==> config.mk <==
export PLATFORM = sky130hd
export DESIGN_NAME = addrot_mul
export DESIGN_NICKNAME = d
export VERILOG_FILES = /design/src/rtl/addrot_pkg.sv /design/src/rtl/addrot_addpass.sv /design/src/rtl/addrot_ror.sv /design/src/rtl/addrot_mul.sv
export SDC_FILE = /design/constraint.sdc
export NUM_CORES = 1
export LEC_CHECK = 0
export BUFFER_PORTS_ARGS = -buffer_cell sky130_fd_sc_hd__buf_4
export CORE_ASPECT_RATIO = 1.1
export CORE_MARGIN = 2
export CORE_UTILIZATION = 57
export DETAILED_ROUTE_END_ITERATION = 10
export PLACE_DENSITY_LB_ADDON = 0.08
export SLEW_MARGIN = 25
export SYNTH_ARGS = -nofsm -noshare
export SYNTH_HDL_FRONTEND = slang
export SYNTH_SLANG_ARGS = --single-unit
export TNS_END_PERCENT = 5
==> constraint.sdc <==
create_clock -name clk -period 3.5 [get_ports clk]
set_input_delay 0.525 -clock clk [delete_from_list [all_inputs] [get_ports clk]]
set_output_delay 0.525 -clock clk [all_outputs]
set_load 0.02 [all_outputs]
==> src/rtl/addrot_pkg.sv <==
package addrot_pkg;
    typedef enum logic {
        PH_IDLE = 1'b0,
        PH_RUN  = 1'b1
    } phase_e;
endpackage

==> src/rtl/addrot_addpass.sv <==
// Conditional (N+1)-bit window accumulate: when en_i is set the window's low N
// bits get the addend and the carry out replaces the window's top bit.
module addrot_addpass #(
    parameter int N = 8
) (
    input  logic         en_i,
    input  logic [N:0]   acc_i,
    input  logic [N-1:0] addend_i,
    output logic [N:0]   acc_o
);
    logic [N:0]   carry;
    logic [N-1:0] sum;

    assign carry[0] = 1'b0;

    for (genvar i = 0; i < N; i++) begin : g_bit
        logic diff;
        assign diff       = acc_i[i] ^ addend_i[i];
        assign sum[i]     = diff ^ carry[i];
        // propagate when bits differ, otherwise the shared bit value is the carry
        assign carry[i+1] = diff ? carry[i] : acc_i[i];
    end

    assign acc_o = en_i ? {carry[N], sum} : acc_i;
endmodule

==> src/rtl/addrot_ror.sv <==
// Rotate right by one as two layers of disjoint swaps:
// layer 1 reverses all W bits, layer 2 reverses the low W-1 bits.
module addrot_ror #(
    parameter int W = 16
) (
    input  logic [W-1:0] din,
    output logic [W-1:0] dout
);
    localparam int H1 = W / 2;
    localparam int H2 = (W - 1) / 2;

    logic [W-1:0] mid;

    for (genvar k = 0; k < H1; k++) begin : g_l1
        assign mid[k]       = din[W-1-k];
        assign mid[W-1-k]   = din[k];
    end
    if (W % 2 == 1) begin : g_l1_mid
        assign mid[H1] = din[H1];
    end

    for (genvar k = 0; k < H2; k++) begin : g_l2
        assign dout[k]      = mid[W-2-k];
        assign dout[W-2-k]  = mid[k];
    end
    if ((W - 1) % 2 == 1) begin : g_l2_mid
        assign dout[(W-2)/2] = mid[(W-2)/2];
    end
    assign dout[W-1] = mid[W-1];
endmodule

==> src/rtl/addrot_mul.sv <==
module addrot_mul
    import addrot_pkg::*;
#(
    parameter int N = 8
) (
    input  logic           clk,
    input  logic           rst_n,
    input  logic           start_i,
    input  logic [N-1:0]   mcand_i,
    input  logic [N-1:0]   mplier_i,
    output logic           busy_o,
    output logic           done_o,
    output logic [2*N-1:0] prod_o,
    output logic [N-1:0]   mcand_o
);
    localparam int PW = 2 * N;
    localparam int CW = (N > 1) ? $clog2(N) : 1;
    localparam logic [CW-1:0] LAST = CW'(N - 1);

    typedef struct packed {
        phase_e        ph;
        logic          done;
        logic [CW-1:0] m;
        logic [N-1:0]  a;
        logic [N-1:0]  b;
        logic [PW-1:0] p;
    } st_t;

    st_t s_d, s_q;

    logic          add_en;
    logic [N:0]    win_in;
    logic [N:0]    win_out;
    logic [PW-1:0] p_add;
    logic [PW-1:0] p_rot;

    assign add_en = s_q.a[s_q.m];
    assign win_in = s_q.p[PW-1:N-1];

    addrot_addpass #(.N(N)) u_add (
        .en_i     (add_en),
        .acc_i    (win_in),
        .addend_i (s_q.b),
        .acc_o    (win_out)
    );

    assign p_add = {win_out, s_q.p[N-2:0]};

    addrot_ror #(.W(PW)) u_ror (
        .din  (p_add),
        .dout (p_rot)
    );

    always_comb begin
        s_d      = s_q;
        s_d.done = 1'b0;
        case (s_q.ph)
            PH_IDLE: begin
                if (start_i) begin
                    s_d.ph = PH_RUN;
                    s_d.m  = '0;
                    s_d.a  = mplier_i;
                    s_d.b  = mcand_i;
                    s_d.p  = '0;
                end
            end
            default: begin
                if (s_q.m == LAST) begin
                    s_d.p    = p_add;
                    s_d.ph   = PH_IDLE;
                    s_d.done = 1'b1;
                end else begin
                    s_d.p = p_rot;
                    s_d.m = s_q.m + 1'b1;
                end
            end
        endcase
    end

    always_ff @(posedge clk or negedge rst_n) begin
        if (!rst_n) s_q <= '0;
        else        s_q <= s_d;
    end

    assign busy_o  = (s_q.ph == PH_RUN);
    assign done_o  = s_q.done;
    assign prod_o  = s_q.p;
    assign mcand_o = s_q.b;
endmodule

==> impl_metrics.env, run 1 <==
export IMPL_status="complete, no violations"
export IMPL_startpoint="s_q[33]"
export IMPL_cts_root_buf="clkbuf_8"
export IMPL_synthArstFlopShare_pct=100
export IMPL_worst_ep_required_time_ns=3.71
export IMPL_ff2ff_path_depth=6
export IMPL_ys_types=51
export IMPL_ys_flop_type="dfrtp_1"
export IMPL_grt_use_met3_pct=3.57
export IMPL_hold_viol=0
export IMPL_crit_arrival_ns=2.80
export IMPL_top_usage_layer="met2"
export IMPL_syn_area_per_cell_um2=9.41
export IMPL_cpPeakStageDelay_ns=0.63
export IMPL_routedWlPerCell_um=16.0
export IMPL_drive_above_1_share_pct=27.3
export IMPL_rsz0062_at_grt="false"
export IMPL_critPathTopFamily="multiplexers"
export IMPL_viasPerCell=6.17
export IMPL_syn2layout_area_growth_pct=10.4
export IMPL_multiInputGateArea_mm2=0.00122
export IMPL_drc_errors=0
export IMPL_power_density_mw_per_mm2=1160
export IMPL_drt_total_wl_mm=5.18
export IMPL_p_leak_uw=0.00118
export IMPL_stdcell_count=323
export IMPL_worst_slew_pin_slew_ns=0.794
export IMPL_postCtsHoldBufs=0
export IMPL_grt_pass1_vias=1825
export IMPL_startpoint_type="register"
export IMPL_drt_pass1_iterations=4
export IMPL_numCtsBuffers=5
export IMPL_timing_rr_end="prod_o[15]"
export IMPL_yosysWarnings=0
export IMPL_placementRows=24
export IMPL_ys_seq_area_share_pct=38.0
export IMPL_ff_latch_area_um2=926
export IMPL_place_gp_congestion=0.911
export IMPL_diodes=0
export IMPL_die_height_um=72.6
export IMPL_clock_latency_ns=0.29
export IMPL_post_cts_resized=0
export IMPL_start_util_pct=60.5
export IMPL_grt_max_degree=38
export IMPL_grt_pass1_wl_mm=8.65
export IMPL_max_freq_mhz=385
export IMPL_final_antenna_net_count=0
export IMPL_drt_iter0_markers=209
export IMPL_hold_path_class="input port to async pin"
export IMPL_cts_sinks=37
export IMPL_dp_hpwl_mm=3.59
export IMPL_fp_dieArea_mm2=0.00481
export IMPL_ctsLongestPathBuffers=2
export IMPL_gr_total_overflow=0
export IMPL_crit_path_end_kind="register"
export IMPL_cp_num_buf_inv=0
export IMPL_maxSlewViolCount=0
export IMPL_fin_crit_sh_pct=74.2
export IMPL_h_tree_depth=2
export IMPL_peakVddDrop_uv=680
export IMPL_critical_path_slowest_cell="mux4_1"
export IMPL_final_common_cell="buf_4"
export IMPL_vias=1994
export IMPL_syn_num_nets=281
export IMPL_antenna_found_initial=0
export IMPL_fin_tns_setup_ns=0
export IMPL_use_met2_pct=37.6
export IMPL_io_pins=45
export IMPL_crit_path_cell_trace="mux4_1 -> mux2i_4 -> a2111oi_1 -> a2111oi_2 -> o211ai_1 -> a21oi_1"
export IMPL_fill_cells=361
export IMPL_synth_edf_count=0
export IMPL_layout_common_cells="buf_4, dfrtp_1, nand2_1"
export IMPL_syn_inst=259
export IMPL_path_class="register to register"
export IMPL_dp_cells=315
export IMPL_io_buffer_count=44
export IMPL_post_cts_setup_buffers=0
export IMPL_die_w_um=66.3
export IMPL_setup_viol=0
export IMPL_cts_tree="yes"
export IMPL_worstPathMaxFanout=22
export IMPL_rrSetupSlack_ns=0.90
export IMPL_min_period_ns=2.60
export IMPL_syn_area_mm2=0.00244
export IMPL_regToRegStartpoint="s_q[33]"
export IMPL_grt_total_usage_pct=23.1
export IMPL_max_cap_violations=0
export IMPL_grt_use_met1_pct=31.5
export IMPL_nNetsFinal=292
export IMPL_p_total_uw=3110
export IMPL_finalClockSkew_ns=0.0137
export IMPL_synth_seq_cells=37
export IMPL_core_area_mm2=0.00402
export IMPL_path_clk_slew_ns=0.08
export IMPL_maxSlewHeadroom_pct=46.9
[layout make-up]
class | instances | area share (%)
Multi-Input combinational cell | 171 | 45.3
Sequential cell | 37 | 34.4
Timing Repair Buffer | 45 | 12.6
Clock buffer | 7 | 3.58
Tap cell | 52 | 2.42
Inverter | 10 | 1.40
Clock inverter | 1 | 0.326
[worst reg2reg max path, cell delays in order, from the launching register on]
cell	delay, ns
dfrtp_1	0.42
mux4_1	0.63
mux2i_4	0.57
a2111oi_1	0.17
a2111oi_2	0.42
o211ai_1	0.14
a21oi_1	0.17
[power breakdown]
part | total [uW] | internal, uW | leakage [uW] | switching [uW]
clock network | 336 | 182 | 0.0000549 | 154
logic | 1830 | 820 | 0.000675 | 1010
registers | 941 | 634 | 0.000455 | 308
[per-layer routing]
metal | share of wire, % | wire, um
met1 | 44 | 2310
met2 | 49 | 2540
met3 | 5.3 | 277
met4 | 1.2 | 61
met5 | 0 | 0
[cells by family after synthesis]
| family | Yosys count | share of synthesized area [%] |
|---|---|---|
| AND/OR/NAND/NOR | 75 | 15.7 |
| XOR/XNOR | 7 | 2.52 |
| buffers and inverters | 51 | 12.0 |
| AO/OA/AOI/OAI | 66 | 19.5 |
| adder cells (fa/ha/maj) | 4 | 1.95 |
| flip-flops | 37 | 38.0 |
| multiplexers | 19 | 10.4 |
[flip-flops by register name, summed over array words and instances, names as in the netlist]
register,cells
done_o,1
busy_o,1
s_q,11
prod_o,16
mcand_o,8
[metrics by stage]
step / setup WS [ns] / utilization, % / cell area, um^2 / hold slack [ns]
final: 0.903 / 66.9 / 2690 / 0.179
after global routing: 0.674 / 66.9 / 2690 / 0.233
after CTS: 0.906 / 66.9 / 2690 / 0.199
after detailed placement: 0.925 / 64.2 / 2580 / 0.491
after global placement: 0.925 / 64.2 / 2580 / 0.485
after floorplan: 1.21 / - / 2440 / 0.229
[how the worst max path moves through the flow]
stage                       endpoint  cells after the start  slack [ns]
after floorplan           prod_o[11]                      7        1.21
after global placement    prod_o[15]                      6        0.93
after detailed placement  prod_o[15]                      6        0.92
after CTS                 prod_o[15]                      6        0.91
after global routing      prod_o[15]                      6        0.67
final                     prod_o[15]                      6        0.90
[Yosys cell counts (3+ instances only)]
cell type,count,share of area (%)
dfrtp_1,37,38
buf_4,24,7.4
nand2_1,19,2.9
mux2_2,15,6.9
clkbuf_1,14,2.2
nor2_1,14,2.2
a21oi_1,13,2.7
inv_1,10,1.5
o21ai_0,10,2.1
a22o_1,8,2.9
nand3_1,8,1.6
nor3_1,6,1.2
nor4_1,6,1.5
xnor2_1,6,2.2
a31oi_1,4,1.0
and3_1,4,1.0
o211ai_1,4,1.2
o22ai_1,4,1.0
a211o_1,3,1.1
a31o_2,3,1.1
ha_1,3,1.5
nor3b_1,3,0.92
o221ai_1,3,1.1
Power figures use the tool's default switching activity.
==> run 2, diff against run 1 <==
- CORE_UTILIZATION: 57 -> 56
- clock period: 3.5 -> 2.4 ns (I/O delays scaled with it)
==> run 2 against run 1 <==
Net effect: non-clock buffer count is 13 higher; via count is 0.65% higher; critical path depth is 1 higher; total power is 58% higher; count of clock-buffer cells in the layout is 1 lower; critical path type unchanged; critical endpoint is now prod_o[11]; cell count is 4.6% higher; final area is 4.3% higher.
==> impl_metrics.env, run 2 (synthesized netlist as in run 1, its figures left out) <==
export IMPL_p_leak_uw=0.00124
export IMPL_power_density_mw_per_mm2=1750
export IMPL_finalClockSkew_ns=0.00608
export IMPL_crit_path_end_kind="register"
export IMPL_status="complete, no violations"
export IMPL_min_period_ns=2.25
export IMPL_io_buffer_count=44
export IMPL_gr_total_overflow=0
export IMPL_peakVddDrop_uv=839
export IMPL_crit_arrival_ns=2.46
export IMPL_max_cap_violations=0
export IMPL_drive_above_1_share_pct=32.4
export IMPL_ctsLongestPathBuffers=2
export IMPL_drt_total_wl_mm=5.36
export IMPL_numCtsBuffers=5
export IMPL_utilization_pct=66.0
export IMPL_maxSlewHeadroom_pct=53.6
export IMPL_worstPathMaxFanout=4
export IMPL_cts_tree="yes"
export IMPL_placementRows=25
export IMPL_h_tree_depth=2
export IMPL_crit_path_cell_trace="ha_1 -> maj3_2 -> a221o_1 -> a311oi_2 -> a41o_1 -> mux2_2 -> o221ai_1"
export IMPL_hold_path_class="input port to async pin"
export IMPL_path_class="register to register"
export IMPL_cpPeakStageDelay_ns=0.38
export IMPL_routedWlPerCell_um=15.9
export IMPL_largest_reg_flops=16
export IMPL_final_antenna_net_count=0
export IMPL_grt_pass1_wl_mm=8.60
export IMPL_worst_ep_required_time_ns=2.62
export IMPL_grt_total_usage_pct=23.2
export IMPL_dp_hpwl_mm=3.76
export IMPL_fin_crit_sh_pct=93.7
export IMPL_drc_errors=0
export IMPL_stdcell_count=338
export IMPL_clock_latency_ns=0.30
export IMPL_worst_slew_pin_slew_ns=0.693
export IMPL_nNetsFinal=305
export IMPL_fin_tns_setup_ns=0
export IMPL_syn2layout_area_growth_pct=15.2
export IMPL_start_util_pct=57.3
export IMPL_maxSlewViolCount=0
export IMPL_layout_common_cells="buf_4, dfrtp_1, nand2_1"
export IMPL_max_freq_mhz=445
export IMPL_critical_path_slowest_cell="dfrtp_1"
export IMPL_drt_pass1_iterations=4
export IMPL_rsz0062_at_grt="false"
export IMPL_grt_max_degree=38
export IMPL_cts_sinks=37
export IMPL_setup_viol=0
export IMPL_fp_dieArea_mm2=0.00489
export IMPL_postCtsHoldBufs=0
export IMPL_die_height_um=73.2
export IMPL_drt_iter0_markers=326
export IMPL_antenna_found_initial=0
export IMPL_dp_cells=327
export IMPL_die_w_um=66.9
export IMPL_viasPerCell=5.94
export IMPL_place_gp_congestion=0.866
export IMPL_final_common_cell="buf_4"
export IMPL_hold_viol=0
export IMPL_grt_pass1_vias=1792
export IMPL_cts_root_buf="clkbuf_8"
export IMPL_vias=2007
export IMPL_core_area_mm2=0.00425
export IMPL_startpoint_type="register"
export IMPL_diodes=0
export IMPL_io_pins=45
export IMPL_path_clk_slew_ns=0.08
==> run 2: report_power, final <==
part	internal (uW)	total, uW	switching [uW]
Combinational	1420	2980	1560
Sequential	926	1360	437
Clock	338	579	241
==> run 2: area by class of cell <==
class / instances / area [um^2]
fill: 387 / 1450
multi-input combinational: 171 / 1220
sequential: 37 / 927
timing repair buffer: 58 / 435
clock buffer: 6 / 82.6
tap: 54 / 67.6
clock inverter: 2 / 37.5
inverter: 10 / 37.5
==> run 2: stage by stage <==
stage	instance area, um^2	worst slack [ns]	hold WS, ns	total power (uW)
CTS	2780	0.0220	0.0302	4800
detailed placement	2660	0.0370	0.353	4200
finish	2810	0.152	0.0125	4920
global placement	2660	0.0891	0.356	4160
global route	2810	0.0287	0.0561	5280
floorplan	2440	0.115	0.0644	3600
==> run 2: metal layers <==
layer  GRT usage (%)  vias up  share of wire (%)
met5               0        -                  0
met4            9.52        0                2.1
met3            5.25       12                5.2
met2            36.0       54                 47
met1            31.3      960                 45
li1                -      981                  -
==> run 2: repair_timing <==
action / in CTS / in global routing
buffers inserted: 0 / 3
resized for setup: 0 / 5
hold endpoints to repair: 0 / 0
endpoints found under the setup margin: 0 / 6
==> run 2: final timing paths <==
check	start	endpoint	slack, ns	depth (start not counted)
setup / recovery	prod_o[7]	prod_o[11]	0.15	7
hold / removal	rst_n	prod_o[13]	0.01	1
setup reg to reg	prod_o[7]	prod_o[11]	0.15	7
hold reg to reg	s_q[28]	s_q[28]	0.52	1
max in group asynchronous	rst_n	s_q[33]	2.03	1
min in group clk	mcand_i[5]	mcand_o[5]	0.26	3
==> run 2: worst max-delay path: cells and delay by family (launching register included) <==
kind,cells,cell delay [ns]
compound gates,4,0.85
fa+ha+maj,2,0.60
flops,1,0.38
mux,1,0.34
==> run 3, diff against run 2 <==
- clock period: 2.4 -> 2.3 ns (I/O delays scaled with it)
==> run 3 against run 2 <==
Net effect: sequential share of layout area fell by 1.4 points; total power grew 11%; final area increased by 4.3%; first-iteration DRC count shrank 34%; via count grew 4.3%; worst setup slack worse by 0.054 ns; highest routed layer unchanged; non-clock buffer count increased by 11; core utilization is 2.9 points higher; critical path type unchanged; largest power group unchanged; the flow now finishes with violations (hold timing); combinational power rose by 15%; fmax is 2.1% higher.
==> impl_metrics.env, run 3 (synthesized netlist as in run 1, its figures left out) <==
export IMPL_largest_reg_flops=16
export IMPL_finalClockSkew_ns=0.00986
export IMPL_stdcell_count=350
export IMPL_hold_path_class="input port to async pin"
export IMPL_peakVddDrop_uv=979
export IMPL_final_common_cell="buf_4"
export IMPL_power_density_mw_per_mm2=1860
export IMPL_crit_arrival_ns=2.44
export IMPL_maxSlewHeadroom_pct=54.4
export IMPL_crit_path_end_kind="register"
export IMPL_layout_common_cells="buf_4, dfrtp_1, nand2_1"
export IMPL_cpPeakStageDelay_ns=0.59
export IMPL_io_buffer_count=44
export IMPL_numCtsBuffers=5
export IMPL_critical_path_slowest_cell="mux4_2"
export IMPL_routedWlPerCell_um=16.3
export IMPL_p_leak_uw=0.00131
export IMPL_max_freq_mhz=454
export IMPL_startpoint_type="register"
export IMPL_cts_sinks=37
export IMPL_clock_latency_ns=0.30
export IMPL_syn2layout_area_growth_pct=20.2
export IMPL_h_tree_depth=2
export IMPL_grt_max_degree=38
export IMPL_die_height_um=73.2
export IMPL_drive_above_1_share_pct=35.5
export IMPL_nNetsFinal=317
export IMPL_status="finished with violations"
export IMPL_utilization_pct=68.8
export IMPL_hold_worst_slack_ns=-0.0182
export IMPL_path_clk_slew_ns=0.08
export IMPL_core_area_mm2=0.00425
export IMPL_grt_pass1_wl_mm=9.09
export IMPL_dp_cells=337
export IMPL_maxSlewViolCount=0
export IMPL_io_pins=45
export IMPL_grt_pass1_vias=1917
export IMPL_fp_dieArea_mm2=0.00489
export IMPL_crit_path_cell_trace="mux4_2 -> mux2i_4 -> buf_4 -> a2111oi_0 -> a2111oi_2 -> o211ai_1 -> a21oi_1"
export IMPL_ctsLongestPathBuffers=2
export IMPL_drt_total_wl_mm=5.70
export IMPL_antenna_found_initial=0
export IMPL_place_gp_congestion=0.844
export IMPL_min_period_ns=2.20
export IMPL_postCtsHoldBufs=0
export IMPL_placementRows=25
export IMPL_cts_tree="yes"
export IMPL_worst_slew_pin_slew_ns=0.667
export IMPL_cts_root_buf="clkbuf_8"
export IMPL_hold_viol=13
export IMPL_rsz0062_at_grt="true"
export IMPL_cp_num_buf_inv=1
export IMPL_drc_errors=0
export IMPL_start_util_pct=57.3
export IMPL_drt_iter0_markers=215
export IMPL_diodes=0
export IMPL_die_w_um=66.9
export IMPL_fin_crit_sh_pct=95.7
export IMPL_p_total_uw=5460
export IMPL_max_cap_violations=0
export IMPL_grt_total_usage_pct=24.9
export IMPL_worst_ep_required_time_ns=2.53
export IMPL_violations="hold timing"
export IMPL_final_antenna_net_count=0
export IMPL_critPathTopFamily="multiplexers"
export IMPL_worstPathMaxFanout=5
export IMPL_dp_hpwl_mm=3.97
export IMPL_viasPerCell=5.98
export IMPL_vias=2094
export IMPL_drt_pass1_iterations=4
export IMPL_path_class="register to register"
export IMPL_setup_viol=0
export IMPL_gr_total_overflow=0
run 3: cell count changes in the layout (fill, tap and decap cells not counted), sizes merged:
cell      previous run  this run
buf                 58        69
bufinv               1         2
clkbuf               6         5
clkinvlp             1         0
inv                 10        11
mux2i                2         3
run 3: report_power, final:
group / leakage [uW] / internal, uW / switching (uW) / total, uW
Clock: 0.0000687 / 437 / 263 / 699
Combinational: 0.000790 / 1620 / 1820 / 3440
Sequential: 0.000455 / 966 / 355 / 1320
Total: 0.00131 / 3020 / 2430 / 5460
run 3: path summary, 6_finish.rpt:
path                             from          to  slack, ns  cells after the start
max                           s_q[33]  prod_o[15]        0.1                      7
min                             rst_n      done_o      -0.02                      1
max reg2reg                   s_q[33]  prod_o[15]        0.1                      7
min reg2reg                   s_q[28]     s_q[28]       0.52                      1
max in group asynchronous       rst_n  mcand_o[7]       1.96                      1
min in group clk           mcand_i[3]  mcand_o[3]       0.24                      3
run 3: per-layer routing:
layer  vias to the layer above  wire length [um]  global-route usage, %
met4                         0               100                   9.07
li1                       1010                 -                      -
met1                      1001              2410                   31.3
met3                        12               307                   6.02
met2                        71              2870                   41.6
met5                         -                 0                      0
run 3: through the flow:
step / setup TNS (ns) / hold slack, ns / instance area (um^2) / setup slack (ns)
3_3_place_gp: 0 / 0.340 / 2740 / 0.0753
3_5_place_dp: 0 / 0.341 / 2740 / 0.0100
5_1_grt: -0.110 / 0.0398 / 2930 / -0.0423
4_1_cts: 0 / 0.0166 / 2880 / 0.00185
2_1_floorplan: 0 / 0.0494 / 2440 / 0.0145
6_report: 0 / -0.0182 / 2930 / 0.0984
run 3: layout make-up:
cell class                 instances  area, um^2
clock buffer                       5        68.8
sequential                        37         926
clock inverter                     3        68.8
timing repair buffer              69         522
inverter                          10        37.5
fill                             350        1330
multi-input combinational        172        1240
tap                               54        67.6
run 3: timing repair:
| item | in CTS | in global routing |
|---|---|---|
| resized for setup | 0 | 7 |
| endpoints found under the setup margin | 0 | 9 |
| buffers inserted | 0 | 4 |
